## src/rtl/rrl_pkg.sv

```systemverilog
package rrl_pkg;

  typedef enum logic [2:0] {
    ST_IDLE  = 3'd0,
    ST_SCALE = 3'd1,
    ST_FETCH = 3'd2,
    ST_DIV   = 3'd3,
    ST_OFFER = 3'd4
  } rrl_state_e;

endpackage

```

## src/rtl/rrl_seq_div.sv

```systemverilog
// Restoring shift-subtract divider: one quotient bit per clock, DVD_W steps.
module rrl_seq_div #(
  parameter int DVD_W = 16,
  parameter int DVS_W = 17
) (
  input  logic             clk,
  input  logic             rst_n,
  input  logic             go,
  input  logic [DVD_W-1:0] dividend,
  input  logic [DVS_W-1:0] divisor,
  output logic             done,
  output logic [DVD_W-1:0] quotient
);
  localparam int CNT_W = $clog2(DVD_W + 1);

  logic [DVS_W-1:0] rem_q;
  logic [DVS_W-1:0] dvs_q;
  logic [DVD_W-1:0] shf_q;
  logic [DVD_W-1:0] quo_q;
  logic [CNT_W-1:0] cnt_q;
  logic             run_q;

  logic [DVS_W:0]   trial;
  logic [DVS_W:0]   diff;
  logic             fits;

  assign trial = {rem_q, shf_q[DVD_W-1]};
  assign fits  = (trial >= {1'b0, dvs_q});
  assign diff  = trial - {1'b0, dvs_q};

  always_ff @(posedge clk or negedge rst_n) begin
    if (!rst_n) begin
      rem_q <= '0;
      dvs_q <= '0;
      shf_q <= '0;
      quo_q <= '0;
      cnt_q <= '0;
      run_q <= 1'b0;
      done  <= 1'b0;
    end else begin
      done <= 1'b0;
      if (go) begin
        rem_q <= '0;
        dvs_q <= divisor;
        shf_q <= dividend;
        quo_q <= '0;
        cnt_q <= CNT_W'(DVD_W);
        run_q <= 1'b1;
      end else if (run_q) begin
        rem_q <= fits ? DVS_W'(diff) : DVS_W'(trial);
        shf_q <= {shf_q[DVD_W-2:0], 1'b0};
        quo_q <= {quo_q[DVD_W-2:0], fits};
        cnt_q <= cnt_q - 1'b1;
        if (cnt_q == CNT_W'(1)) begin
          run_q <= 1'b0;
          done  <= 1'b1;
        end
      end
    end
  end

  assign quotient = quo_q;
endmodule

```

## src/rtl/rrl_out_hold.sv

```systemverilog
// Result register: holds valid and data until the consumer takes them.
module rrl_out_hold #(
  parameter int DW = 16
) (
  input  logic          clk,
  input  logic          rst_n,
  input  logic          load,
  input  logic [DW-1:0] load_data,
  input  logic          ready,
  output logic          valid,
  output logic [DW-1:0] data
);
  always_ff @(posedge clk or negedge rst_n) begin
    if (!rst_n) begin
      valid <= 1'b0;
      data  <= '0;
    end else if (load) begin
      valid <= 1'b1;
      data  <= load_data;
    end else if (valid && ready) begin
      valid <= 1'b0;
    end
  end
endmodule

```

## src/rtl/rrl_rej_counter.sv

```systemverilog
// Saturating count of discarded candidates, cleared per request.
module rrl_rej_counter #(
  parameter int CW = 8
) (
  input  logic          clk,
  input  logic          rst_n,
  input  logic          clear,
  input  logic          bump,
  output logic [CW-1:0] count
);
  always_ff @(posedge clk or negedge rst_n) begin
    if (!rst_n) begin
      count <= '0;
    end else if (clear) begin
      count <= '0;
    end else if (bump && (count != '1)) begin
      count <= count + 1'b1;
    end
  end
endmodule

```

## src/rtl/rng_range_limiter.sv

```systemverilog
module rng_range_limiter
  import rrl_pkg::*;
#(
  parameter int RAW_W = 16,
  parameter int REJ_W = 8
) (
  input  logic             clk,
  input  logic             rst_n,
  input  logic             start_i,
  input  logic [RAW_W-1:0] limit_i,
  input  logic             raw_valid_i,
  input  logic [RAW_W-1:0] raw_data_i,
  output logic             raw_ready_o,
  output logic             res_valid_o,
  output logic [RAW_W-1:0] res_data_o,
  input  logic             res_ready_i,
  output logic [REJ_W-1:0] reject_cnt_o
);
  localparam int               DVS_W   = RAW_W + 1;
  localparam logic [RAW_W-1:0] RAW_MAX = '1;

  // A zero scale only arises for bound == RAW_MAX; a scale of 1 passes words through.
  function automatic logic [RAW_W-1:0] scale_floor_one(input logic [RAW_W-1:0] q);
    return (q == '0) ? RAW_W'(1) : q;
  endfunction

  function automatic logic beyond_bound(input logic [RAW_W-1:0] cand,
                                        input logic [RAW_W-1:0] bound);
    return cand > bound;
  endfunction

  function automatic logic [DVS_W-1:0] bound_plus_one(input logic [RAW_W-1:0] bound);
    return {1'b0, bound} + DVS_W'(1);
  endfunction

  rrl_state_e       st_q;
  logic [RAW_W-1:0] lim_q;
  logic [RAW_W-1:0] scale_q;

  logic             div_go;
  logic             div_done;
  logic [RAW_W-1:0] div_dvd;
  logic [DVS_W-1:0] div_dvs;
  logic [RAW_W-1:0] div_quo;

  // Named internal events, also used by the bound checker.
  logic ev_idle;
  logic ev_start;
  logic ev_fast;
  logic ev_take;
  logic ev_scaled;
  logic ev_reject;
  logic ev_keep;
  logic ev_emit;
  logic ev_retire;
  logic cand_over;

  assign ev_idle   = (st_q == ST_IDLE);
  assign ev_start  = ev_idle && start_i;
  assign ev_fast   = ev_start && (limit_i == '0);
  assign ev_take   = (st_q == ST_FETCH) && raw_valid_i;
  assign ev_scaled = (st_q == ST_SCALE) && div_done;
  assign cand_over = beyond_bound(div_quo, lim_q);
  assign ev_reject = (st_q == ST_DIV) && div_done && cand_over;
  assign ev_keep   = (st_q == ST_DIV) && div_done && !cand_over;
  assign ev_emit   = ev_fast || ev_keep;
  assign ev_retire = res_valid_o && res_ready_i;

  assign div_go  = (ev_start && !ev_fast) || ev_take;
  assign div_dvd = (st_q == ST_FETCH) ? raw_data_i : RAW_MAX;
  assign div_dvs = ev_idle ? bound_plus_one(limit_i) : {1'b0, scale_q};

  assign raw_ready_o = (st_q == ST_FETCH);

  always_ff @(posedge clk or negedge rst_n) begin
    if (!rst_n) begin
      st_q    <= ST_IDLE;
      lim_q   <= '0;
      scale_q <= RAW_W'(1);
    end else begin
      unique case (st_q)
        ST_IDLE: begin
          if (ev_start) begin
            lim_q <= limit_i;
            st_q  <= ev_fast ? ST_OFFER : ST_SCALE;
          end
        end
        ST_SCALE: begin
          if (ev_scaled) begin
            scale_q <= scale_floor_one(div_quo);
            st_q    <= ST_FETCH;
          end
        end
        ST_FETCH: begin
          if (ev_take) st_q <= ST_DIV;
        end
        ST_DIV: begin
          if (ev_reject)    st_q <= ST_FETCH;
          else if (ev_keep) st_q <= ST_OFFER;
        end
        ST_OFFER: begin
          if (ev_retire) st_q <= ST_IDLE;
        end
        default: st_q <= ST_IDLE;
      endcase
    end
  end

  rrl_seq_div #(
    .DVD_W (RAW_W),
    .DVS_W (DVS_W)
  ) u_div (
    .clk      (clk),
    .rst_n    (rst_n),
    .go       (div_go),
    .dividend (div_dvd),
    .divisor  (div_dvs),
    .done     (div_done),
    .quotient (div_quo)
  );

  rrl_out_hold #(
    .DW (RAW_W)
  ) u_out (
    .clk       (clk),
    .rst_n     (rst_n),
    .load      (ev_emit),
    .load_data (ev_fast ? '0 : div_quo),
    .ready     (res_ready_i),
    .valid     (res_valid_o),
    .data      (res_data_o)
  );

  rrl_rej_counter #(
    .CW (REJ_W)
  ) u_rej (
    .clk   (clk),
    .rst_n (rst_n),
    .clear (ev_start),
    .bump  (ev_reject),
    .count (reject_cnt_o)
  );
endmodule

```

## config.mk

```make
export PLATFORM = sky130hd
export DESIGN_NAME = rng_range_limiter
export DESIGN_NICKNAME = d
export VERILOG_FILES = /design/src/rtl/rrl_pkg.sv /design/src/rtl/rrl_seq_div.sv /design/src/rtl/rrl_out_hold.sv /design/src/rtl/rrl_rej_counter.sv /design/src/rtl/rng_range_limiter.sv
export SDC_FILE = /design/constraint.sdc
export NUM_CORES = 1
export LEC_CHECK = 0
export ABC_AREA = 0
export ABC_CLOCK_PERIOD_IN_PS = 3400
export BUFFER_PORTS_ARGS = -buffer_cell sky130_fd_sc_hd__buf_2
export CAP_MARGIN = 20
export CORE_UTILIZATION = 35
export DETAILED_ROUTE_END_ITERATION = 7
export GPL_TIMING_DRIVEN = 0
export PLACE_DENSITY_LB_ADDON = 0.15
export SYNTH_ARGS = -nofsm -noshare
export SYNTH_HDL_FRONTEND = slang
export SYNTH_SLANG_ARGS = --single-unit
```

## constraint.sdc

```tcl
create_clock -name clk -period 3.4 [get_ports clk]
set_input_delay 0.51 -clock clk [delete_from_list [all_inputs] [get_ports clk]]
set_output_delay 0.51 -clock clk [all_outputs]
set_load 0.01 [all_outputs]
```

==> flow_summary.yaml <==
cts:
  clockRootBuffer: "clkbuf_16"
  cts.hold.buffers_added: 0
  cts_buffer_depth: 2
  clock_latency_ps: 410
  cts_buffers: 17
  ctsResizeCount: 0
  cts_sinks: 133
  post_cts_buffers: 0
  cts_tree: "built"
  h-tree-depth: 4
  cts.clk_slew.worst_paths_ps: 60
finish:
  postLayoutCoreUtil: 0.420
  final_cell_mix: "dfrtp_1, a21oi_1, buf_2"
  syn_to_final_growth_pct: 16.4
  fillers: 2081
  layout-drive-gt1-share: 0.145
  nNetsFinal: 940
  multi_input_area_sq_mm: 0.00368
  diodes: 0
  layout.cells.non_filler: 1145
  final_common_cell: "dfrtp_1"
  regArea_sq_mm: 0.00333
sta:
  worst_clock_skew_ps: 5.48
  setup_violations: 0
  fmax_mhz: 333
  post-route-period-util: 0.882
  rsz0062_at_grt: "no"
  setup_tns_ps: 0
  slew_viol_final: 0
  hold_viol: 0
  relSlewSlack: 0.501
  worst_pin_slew_ps: 749
  period_minus_slack_ps: 3000
grt:
  grt_pass1_wl_mm: 33.5
  first_global_vias: 6082
  antenna_found_initial: 0
  overflow: 0
  groute.usage.overall: 0.199
  grt_max_degree: 71
pwr:
  vdd_drop_max_uv: 343
  leakagePower_nw: 3.93
  p_per_area_mw_per_mm2: 1020
die:
  die_x_microns: 147
  rows: 52
  start_util: 0.360
  core_area_sq_mm: 0.0204
  die-area_sq_mm: 0.0216
  io_pins: 63
  die_h_microns: 147
setup_path:
  cp_max_fo: 10
  rr_endpoint: "u_rej.count[4]$_DFFE_PN0P_"
  crit_type: "primary input to flip-flop"
  cp_data_required_time_ps: 3740
  max_stage_delay_ps: 500
  critPathBufInv: 4
  r2r_slack_ps: 510
  critPathLaunch: "limit_i[0]"
  critPathLaunchType: "primary input"
  cpLargestDelayFamily: "buffers and inverters"
  setup.worst_path.end_class: "flip-flop"
  reg2reg_depth: 8
  cp_slowest_cell: "nor4b_1"
  path_cells: "buf_2 -> inv_1 -> ha_1 -> nor4b_1 -> nand4_1 -> a22oi_1 -> clkbuf_1 -> clkbuf_1 -> nand2_1 -> o21ai_1"
  r2r_start: "u_div.quotient[14]$_DFFE_PN0P_"
  cp.depth: 10
  cp-endpoint: "u_div.dvs_q[0]$_DFFE_PN0N_"
  arrival_ps: 3340
  path_common_cell: "clkbuf_1"
detailed_routing:
  routed_wl_mm: 20.1
  dr.pass1.iters: 4
  vias_per_cell: 5.20
  post_drt_wl_per_cell_microns: 17.6
  drc_errors: 0
  drtIter0Drc: 279
  vias: 5955
  antenna_left: 0
synthesis:
  synth_cell_types: 48
  ys_seq_elements: 133
  syn_inst: 782
  yosys_warnings: 0
  synthFlopType: "dfrtp_1"
  synth_nets: 858
  syn_avg_cell_area_sq_um: 9.41
  synth_edf_count: 0
  synth_area_sq_mm: 0.00736
  async_flop_share: 1.00
  seq_area_frac_synth: 0.452
placed_design:
  dp_cells: 1115
  io_buffers: 62
  dp_hpwl_mm: 14.7
  globalplace.congestion: 0.805
min_path:
  hold_class: "primary input to asynchronous set/reset pin"
run:
  drv_cap: 0
outcome:
  outcome: "finished, final reports clean"
## report_power, final
part / switching (W) / internal (W)
Sequential: 0.000508 / 0.00223
Combinational: 0.00254 / 0.00184
Clock: 0.000681 / 0.000976
Total: 0.00373 / 0.00504
## flip-flops by register name, indices dropped and copies added, names as in the netlist
register        cells
u_out.data         16
u_div.run_q         1
u_div.shf_q        16
scale_q            16
u_out.valid         1
u_div.rem_q        17
u_rej.count         8
lim_q              16
u_div.cnt_q         5
u_div.quotient     16
st_q                3
u_div.dvs_q        17
u_div.done          1
## cells by family after synthesis
kind of cell | count (synthesis) | share of synthesized area
and+or+nand+nor | 218 | 0.140
AOI/OAI and AO/OA | 210 | 0.165
DFF | 133 | 0.452
buffers and inverters | 86 | 0.0474
muxes | 64 | 0.0899
adders and majority gates | 39 | 0.0673
xor gates and xnor gates | 32 | 0.0381
## synth_stat cells, types with 18 or more instances
cell	count	area, sq um
dfrtp_1	132	3300
a21oi_1	74	370
nand2_1	62	233
mux2i_1	47	470
o21ai_0	45	225
inv_1	44	165
nor2_1	43	161
nand3_1	41	205
ha_1	38	475
o21ai_1	31	155
clkbuf_1	25	93.8
nor3_1	23	115
o211ai_1	20	150
xnor2_1	18	158
## layer usage
| layer | share of wire | vias to the layer above | track usage | wire length [microns] |
|---|---|---|---|---|
| met4 | 0.017 | 0 | 0.0588 | 345 |
| met1 | 0.48 | 2884 | 0.273 | 9650 |
| met3 | 0.033 | 19 | 0.0373 | 667 |
| met5 | 0 | - | 0 | 0 |
| met2 | 0.47 | 104 | 0.320 | 9450 |
| li1 | - | 2948 | - | - |
## per-stage QoR
step	setup slack [ps]	total power (W)	instance area (sq um)	hold slack (ps)
global placement	-266	0.00708	8010	461
detailed placement	-48.2	0.00715	8040	466
floorplan	959	0.00594	7360	214
CTS	386	0.00885	8570	103
finish	400	0.00877	8570	79.9
global route	201	0.00955	8570	124
## area by class of cell
class / count / area share
Buffer: 42 / 0.0215
Clock buffer: 21 / 0.0549
Clock inverter: 9 / 0.00657
Inverter: 44 / 0.0193
Multi-Input combinational cell: 563 / 0.430
Sequential cell: 133 / 0.388
Tap cell: 270 / 0.0394
Timing Repair Buffer: 63 / 0.0401
## how the worst min path moves through the flow
stage | end | slack (ps) | cells past startpoint
finish | u_div.rem_q[7]$_DFFE_PN0P_ | 80 | 1
global route | u_div.rem_q[7]$_DFFE_PN0P_ | 120 | 1
CTS | u_div.rem_q[7]$_DFFE_PN0P_ | 100 | 1
detailed placement | u_div.dvs_q[15]$_DFFE_PN0N_ | 470 | 1
global placement | u_div.dvs_q[15]$_DFFE_PN0N_ | 460 | 1
floorplan | lim_q[0]$_DFFE_PN0P_ | 210 | 0
No activity file was read; power rests on OpenSTA's default activity.
